$ cat src/rtl/aud_ser_rx_pkg.sv
package aud_ser_rx_pkg;

  typedef enum logic [2:0] {
    FMT_I2S = 3'd0,
    FMT_RJ  = 3'd1,
    FMT_DSP = 3'd2,
    FMT_LJ  = 3'd3,
    FMT_PK  = 3'd4
  } fmt_e;

  function automatic logic [5:0] wlen_bits(input logic [1:0] code);
    case (code)
      2'b00:   return 6'd16;
      2'b01:   return 6'd18;
      2'b10:   return 6'd20;
      default: return 6'd24;
    endcase
  endfunction

  // reserved codes fall back to the delayed-MSB layout
  function automatic fmt_e fmt_decode(input logic [2:0] code);
    return (code > 3'd4) ? FMT_I2S : fmt_e'(code);
  endfunction

endpackage

$ cat src/rtl/aud_ser_sync.sv
module aud_ser_sync #(
  parameter int W      = 3,
  parameter int STAGES = 2
) (
  input  logic         clk_i,
  input  logic         rst_ni,
  input  logic [W-1:0] d_i,
  output logic [W-1:0] q_o
);

  logic [W-1:0] stg_q [STAGES];

  for (genvar s = 0; s < STAGES; s++) begin : g_stg
    always_ff @(posedge clk_i or negedge rst_ni) begin
      if (!rst_ni) begin
        stg_q[s] <= '0;
      end else if (s == 0) begin
        stg_q[s] <= d_i;
      end else begin
        stg_q[s] <= stg_q[(s == 0) ? 0 : s-1];
      end
    end
  end

  assign q_o = stg_q[STAGES-1];

endmodule

$ cat src/rtl/aud_ser_frame.sv
module aud_ser_frame
  import aud_ser_rx_pkg::*;
#(
  parameter int CNT_W = 8
) (
  input  logic             clk_i,
  input  logic             rst_ni,
  input  logic             bclk_i,
  input  logic             lr_i,
  input  logic             sd_i,
  input  logic [2:0]       fmt_i,
  input  logic [1:0]       wlen_i,
  output logic             stb_o,
  output logic             sd_o,
  output logic             lr_o,
  output logic [CNT_W-1:0] cnt_o,
  output fmt_e             fmt_o,
  output logic [1:0]       wlen_o,
  output logic             armed_o
);

  logic bclk_d;
  logic edge_w, rise_w, fall_w, frm_start, cnt_clr;
  fmt_e fmt_new;

  assign edge_w    = bclk_i & ~bclk_d;
  // lr_o holds the left/right level seen at the previous bit edge
  assign rise_w    = edge_w &  lr_i & ~lr_o;
  assign fall_w    = edge_w & ~lr_i &  lr_o;
  assign frm_start = (fmt_o == FMT_DSP) ? rise_w : fall_w;
  assign cnt_clr   = (fmt_o == FMT_DSP) ? rise_w : (rise_w | fall_w);
  assign fmt_new   = fmt_decode(fmt_i);

  always_ff @(posedge clk_i or negedge rst_ni) begin
    if (!rst_ni) begin
      bclk_d  <= 1'b0;
      stb_o   <= 1'b0;
      sd_o    <= 1'b0;
      lr_o    <= 1'b0;
      cnt_o   <= '0;
      fmt_o   <= FMT_I2S;
      wlen_o  <= 2'b11;
      armed_o <= 1'b0;
    end else begin
      bclk_d <= bclk_i;
      stb_o  <= edge_w;
      if (edge_w) begin
        sd_o <= sd_i;
        lr_o <= lr_i;
        if (cnt_clr)           cnt_o <= '0;
        else if (cnt_o != '1)  cnt_o <= cnt_o + 1'b1;
      end
      if (frm_start) begin
        fmt_o  <= fmt_new;
        wlen_o <= wlen_i;
        // switching between pulse sync and level framing needs a fresh start
        armed_o <= ((fmt_new == FMT_DSP) == (fmt_o == FMT_DSP));
      end
    end
  end

endmodule

$ cat src/rtl/aud_ser_slot.sv
module aud_ser_slot
  import aud_ser_rx_pkg::*;
#(
  parameter int DATA_W   = 24,
  parameter int CNT_W    = 8,
  parameter int SLOT_LG  = 5,
  parameter int PK_SLOTS = 3,
  parameter int CH_W     = 3
) (
  input  logic              clk_i,
  input  logic              rst_ni,
  input  logic              stb_i,
  input  logic              sd_i,
  input  logic              lr_i,
  input  logic [CNT_W-1:0]  cnt_i,
  input  fmt_e              fmt_i,
  input  logic [1:0]        wlen_i,
  input  logic              armed_i,
  output logic [DATA_W-1:0] sample_o,
  output logic [CH_W-1:0]   chan_o,
  output logic              valid_o
);

  localparam int SLOT_N = 1 << SLOT_LG;
  localparam int SEL_W  = CNT_W - SLOT_LG;

  logic [5:0]         wbits, lead, bitpos;
  logic [CNT_W-1:0]   rel;
  logic [SEL_W-1:0]   slot;
  logic [5:0]         pos;
  logic               dly, in_rng, slot_ok, hit, last;
  logic [CH_W-1:0]    ch;
  logic [DATA_W-1:0]  sh_q, sh_nxt;

  assign wbits  = wlen_bits(wlen_i);
  assign dly    = (fmt_i == FMT_I2S) || (fmt_i == FMT_DSP);
  assign in_rng = cnt_i >= CNT_W'(dly);
  assign rel    = cnt_i - CNT_W'(dly);
  assign slot   = rel[CNT_W-1:SLOT_LG];
  assign pos    = 6'(rel[SLOT_LG-1:0]);
  assign lead   = (fmt_i == FMT_RJ) ? (6'(SLOT_N) - wbits) : 6'd0;
  assign bitpos = pos - lead;
  assign last   = (bitpos == wbits - 6'd1);

  always_comb begin
    case (fmt_i)
      FMT_DSP: begin
        slot_ok = slot < SEL_W'(2);
        ch      = CH_W'(slot);
      end
      FMT_PK: begin
        slot_ok = slot < SEL_W'(PK_SLOTS);
        ch      = CH_W'({slot, lr_i});
      end
      default: begin
        slot_ok = slot == '0;
        ch      = CH_W'(lr_i);
      end
    endcase
  end

  assign hit = stb_i && armed_i && in_rng && slot_ok && (pos >= lead) && (bitpos < wbits);

  always_comb begin
    sh_nxt = (bitpos == 6'd0) ? '0 : sh_q;
    sh_nxt[(DATA_W-1) - int'(bitpos)] = sd_i;
  end

  always_ff @(posedge clk_i or negedge rst_ni) begin
    if (!rst_ni) begin
      sh_q     <= '0;
      sample_o <= '0;
      chan_o   <= '0;
      valid_o  <= 1'b0;
    end else begin
      valid_o <= hit && last;
      if (hit) sh_q <= sh_nxt;
      if (hit && last) begin
        sample_o <= sh_nxt;
        chan_o   <= ch;
      end
    end
  end

endmodule

$ cat src/rtl/aud_ser_rx.sv
module aud_ser_rx
  import aud_ser_rx_pkg::*;
#(
  parameter int DATA_W      = 24,
  parameter int SYNC_STAGES = 2,
  parameter int CNT_W       = 8,
  parameter int SLOT_LG     = 5,
  parameter int PK_SLOTS    = 3,
  parameter int CH_W        = 3
) (
  input  logic              clk_i,
  input  logic              rst_ni,
  input  logic              bclk_i,
  input  logic              lrclk_i,
  input  logic              sdata_i,
  input  logic [2:0]        fmt_i,
  input  logic [1:0]        wlen_i,
  output logic [DATA_W-1:0] sample_o,
  output logic [CH_W-1:0]   chan_o,
  output logic              valid_o
);

  logic [2:0]       pins_s;
  logic             bit_stb, bit_sd, bit_lr, armed;
  logic [CNT_W-1:0] bit_cnt;
  fmt_e             act_fmt;
  logic [1:0]       act_wlen;

  aud_ser_sync #(.W(3), .STAGES(SYNC_STAGES)) u_sync (
    .clk_i (clk_i),
    .rst_ni(rst_ni),
    .d_i   ({bclk_i, lrclk_i, sdata_i}),
    .q_o   (pins_s)
  );

  aud_ser_frame #(.CNT_W(CNT_W)) u_frame (
    .clk_i  (clk_i),
    .rst_ni (rst_ni),
    .bclk_i (pins_s[2]),
    .lr_i   (pins_s[1]),
    .sd_i   (pins_s[0]),
    .fmt_i  (fmt_i),
    .wlen_i (wlen_i),
    .stb_o  (bit_stb),
    .sd_o   (bit_sd),
    .lr_o   (bit_lr),
    .cnt_o  (bit_cnt),
    .fmt_o  (act_fmt),
    .wlen_o (act_wlen),
    .armed_o(armed)
  );

  aud_ser_slot #(
    .DATA_W  (DATA_W),
    .CNT_W   (CNT_W),
    .SLOT_LG (SLOT_LG),
    .PK_SLOTS(PK_SLOTS),
    .CH_W    (CH_W)
  ) u_slot (
    .clk_i   (clk_i),
    .rst_ni  (rst_ni),
    .stb_i   (bit_stb),
    .sd_i    (bit_sd),
    .lr_i    (bit_lr),
    .cnt_i   (bit_cnt),
    .fmt_i   (act_fmt),
    .wlen_i  (act_wlen),
    .armed_i (armed),
    .sample_o(sample_o),
    .chan_o  (chan_o),
    .valid_o (valid_o)
  );

endmodule

$ cat config.mk
export PLATFORM = sky130hd
export DESIGN_NAME = aud_ser_rx
export DESIGN_NICKNAME = d
export VERILOG_FILES = /design/src/rtl/aud_ser_rx_pkg.sv /design/src/rtl/aud_ser_sync.sv /design/src/rtl/aud_ser_frame.sv /design/src/rtl/aud_ser_slot.sv /design/src/rtl/aud_ser_rx.sv
export SDC_FILE = /design/constraint.sdc
export NUM_CORES = 1
export LEC_CHECK = 0
export ABC_AREA = 0
export BUFFER_PORTS_ARGS = -buffer_cell sky130_fd_sc_hd__buf_2
export CORE_AREA = 5 5 113 115
export CTS_CLUSTER_DIAMETER = 200
export DETAILED_ROUTE_END_ITERATION = 8
export DIE_AREA = 0 0 118 120
export SLEW_MARGIN = 20
export SYNTH_ARGS = -nofsm -noshare
export SYNTH_HDL_FRONTEND = slang
export SYNTH_SLANG_ARGS = --single-unit
$ cat constraint.sdc
create_clock -name clk_i -period 3.9 [get_ports clk_i]
set_clock_uncertainty 0.05 [all_clocks]
set_input_delay 0.39 -clock clk_i [delete_from_list [all_inputs] [get_ports clk_i]]
set_output_delay 0.39 -clock clk_i [all_outputs]
set_load 0.005 [all_outputs]
==> impl_metrics.ini <==
[logic_synthesis]
synth_area_um2 = 4520
avgSynthCellArea_um2 = 9.85
synth-main-ff-cell = dfrtp_1
syn_nets = 489
synth_edf_count = 0
synth_seq_area_share = 0.421
syn_inst = 459
ys_types = 48
synth_warnings = 0
ys_ff_latch = 76
async_flop_share = 1.00

[worst_hold_path]
hp-class = in2async

[detailed_routing]
drtAntennaViolNets = 0
routedWlPerCell_um = 17.2
drtIter0Drc = 284
firstDrtPassIters = 6
num_vias = 3620
viasPerCell = 5.51
wl_mm = 11.3
drc = 0

[setup_path]
reg2reg_from = u_frame.fmt_o[2]$_DFFE_PN0P_
crit_fanout = 10
max_stage_delay_ps = 390
crit_chain = nor2_2 -> ha_2 -> nor3b_4 -> xor2_1 -> ha_1 -> and3b_4 -> or3_4 -> and2_4 -> ha_1 -> nor3_2 -> and3_4 -> clkbuf_16 -> a21oi_1 -> a2bb2o_1 -> mux2_4
cpMaxStageDelayCell = dfrtp_1
r2r_cells = 15
worstPathRequired_ps = 4070
arrival_ps = 3910
crit_top_cell = ha_1
reg2reg_to = u_slot.sample_o[22]$_DFFE_PN0P_
reg2reg_slack_ps = 160
worstSetupPathType = reg2reg
crit_path_end_kind = flop
cp_top_family = simple AND/OR/NAND/NOR gates
cp.buffers_inverters = 1
startpoint_type = flop

[floorplanning]
core.rowCount = 40
die_w_um = 118
start_util = 0.386
die_area_um2 = 14200
die_y_um = 120
core_um2 = 11700
io_pins = 38

[timing]
hold_viol = 0
period_minus_slack_ps = 3740
setup_violations = 0
slew_headroom = 0.521
grt_setup_unrepaired = false
setup_slack_ps = 157
final.period_utilization = 0.960
slew_viol_final = 0
max_freq_mhz = 267
worst_pin_slew_ps = 719

[place]
hpwl_mm = 7.20
dp_cells = 634
pre_cts_slack_ps = -18.6
io_buffers = 37
finalWeightedCongestion = 0.842

[layout]
drive_above_1_share = 0.267
syn_to_final_growth_pct = 21.5
n_antenna_cell = 0
layoutNonFillerInstCount = 657
nets = 535

[clock_tree]
clk_pin_slew_ps = 70
cts_max_path_buffers = 2
cts_sinks = 76
clk_latency_ps = 340
cts.htree.levels = 3
root_buffer = clkbuf_16
cts_tree = built
numCtsBuffers = 9

[global_route]
grt_use_total = 0.161
grt_pass1_wl_mm = 18.7
grt_pass1_vias = 3683
grt_antenna_before_repair = 0
grt_max_degree = 77
grt_overflow = 0

[flow_run]
cap_violations = 0

[status]
outcome = complete, no violations
[layer usage]
metal	track usage	up-vias	routed length (um)
met1	0.222	1741	5240
met5	0	-	0
li1	-	1750	-
met3	0.0368	17	557
met2	0.248	112	5280
met4	0.0602	0	204
[stage by stage]
step | util | instance area (um^2) | setup TNS, ps | hold slack (ps)
floorplan | - | 4600 | -53.2 | 44.4
global placement | 0.424 | 4970 | 0 | 283
detailed placement | 0.424 | 4970 | -99.7 | 289
CTS | 0.460 | 5390 | 0 | 98.3
global route | 0.469 | 5490 | 0 | 95.7
finish | 0.469 | 5490 | 0 | 18.3
[Yosys cell counts (2+ instances only)]
library cell | instances | share of area
or2_2 | 2 | 0.0028
ha_1 | 19 | 0.053
nor3_1 | 25 | 0.028
nand2b_1 | 6 | 0.0083
xnor2_1 | 9 | 0.017
clkbuf_1 | 25 | 0.021
nand4_1 | 3 | 0.0042
or3_1 | 6 | 0.0083
nor4_1 | 2 | 0.0028
nand3_1 | 7 | 0.0077
inv_1 | 17 | 0.014
dfrtp_1 | 74 | 0.41
nor2_1 | 21 | 0.017
xor2_1 | 10 | 0.019
a2bb2o_1 | 11 | 0.024
dfstp_2 | 2 | 0.012
and2_1 | 4 | 0.0055
buf_6 | 5 | 0.012
mux2i_1 | 2 | 0.0044
nand4b_1 | 2 | 0.0039
o21ai_0 | 34 | 0.038
o22ai_1 | 3 | 0.0042
a31oi_1 | 6 | 0.0083
a21oi_1 | 20 | 0.022
a22o_1 | 6 | 0.012
nor3b_1 | 5 | 0.0083
nand2_1 | 45 | 0.037
a32o_1 | 7 | 0.016
o21a_1 | 2 | 0.0033
mux2_2 | 11 | 0.027
o31ai_1 | 25 | 0.042
mux2_4 | 18 | 0.060
nor2b_1 | 10 | 0.014
[worst max path at each step]
stage / startpoint / to / cells after the start
finish: u_frame.fmt_o[2]$_DFFE_PN0P_ / u_slot.sample_o[22]$_DFFE_PN0P_ / 15
global route: u_frame.fmt_o[2]$_DFFE_PN0P_ / u_slot.sample_o[20]$_DFFE_PN0P_ / 15
CTS: u_frame.fmt_o[2]$_DFFE_PN0P_ / u_slot.sample_o[13]$_DFFE_PN0P_ / 15
detailed placement: u_frame.fmt_o[2]$_DFFE_PN0P_ / u_slot.sample_o[15]$_DFFE_PN0P_ / 15
global placement: u_frame.fmt_o[2]$_DFFE_PN0P_ / u_slot.sample_o[22]$_DFFE_PN0P_ / 15
floorplan: u_frame.fmt_o[2]$_DFFE_PN0P_ / u_slot.sample_o[20]$_DFFE_PN0P_ / 18
[cells by family (layout without fill, tap and decap cells)]
kind of cell    count (synthesis)  in the layout  synth area share
mux                            31             31            0.0916
fa+ha+maj                      20             20            0.0570
xor+xnor                       19             19            0.0368
compound gates                121            121             0.183
flops                          76             76             0.421
buf+inv                        48             99            0.0484
simple gates                  144            144             0.162
[cell usage in the layout, fill, tap and decap left out, types with 4 or more instances in the layout]
| master | netlist | routed |
|---|---|---|
| a21oi_1 | 20 | 20 |
| a22o_1 | 6 | 6 |
| a2bb2o_1 | 11 | 11 |
| a31oi_1 | 6 | 6 |
| a32o_1 | 7 | 7 |
| buf_2 | 1 | 36 |
| buf_4 | 0 | 23 |
| bufinv_16 | 0 | 4 |
| clkbuf_16 | 0 | 10 |
| dfrtp_1 | 74 | 74 |
| ha_1 | 19 | 15 |
| inv_1 | 17 | 16 |
| mux2_2 | 11 | 11 |
| mux2_4 | 18 | 18 |
| nand2_1 | 45 | 44 |
| nand2b_1 | 6 | 6 |
| nand3_1 | 7 | 7 |
| nor2_1 | 21 | 20 |
| nor2b_1 | 10 | 10 |
| nor3_1 | 25 | 23 |
| nor3b_1 | 5 | 4 |
| o21ai_0 | 34 | 31 |
| o31ai_1 | 25 | 25 |
| or3_1 | 6 | 5 |
| xnor2_1 | 9 | 9 |
| xor2_1 | 10 | 8 |
[registers in the layout, indices dropped and copies added (netlist names)]
signal	flops
u_frame.armed_o	1
u_frame.bclk_d	1
u_frame.cnt_o	8
u_frame.fmt_o	3
u_frame.lr_o	1
u_frame.sd_o	1
u_frame.stb_o	1
u_frame.wlen_o	2
u_slot.chan_o	3
u_slot.sample_o	24
u_slot.sh_q	24
u_slot.valid_o	1
u_sync.q_o	3
u_sync.stg_q	3
[area by class of cell]
type | count | area (um^2)
clock buffers | 9 | 225
fillers | 1114 | 6220
repair buffers | 66 | 474
well taps | 147 | 184
clock inverters | 7 | 145
multi-input cells | 335 | 2490
flip-flops and latches | 76 | 1900
inverters | 17 | 63.8
[timing repair]
action | CTS | global route
setup endpoints to repair | 15 | 51
gates cloned | 1 | 1
resized for setup | 2 | 15
buffers inserted | 2 | 3
hold buffers | 0 | 0
pin swaps | 1 | 4
Power is not shown: default switching activity piles up to over one toggle a cycle in this logic, so the estimate is an artifact.
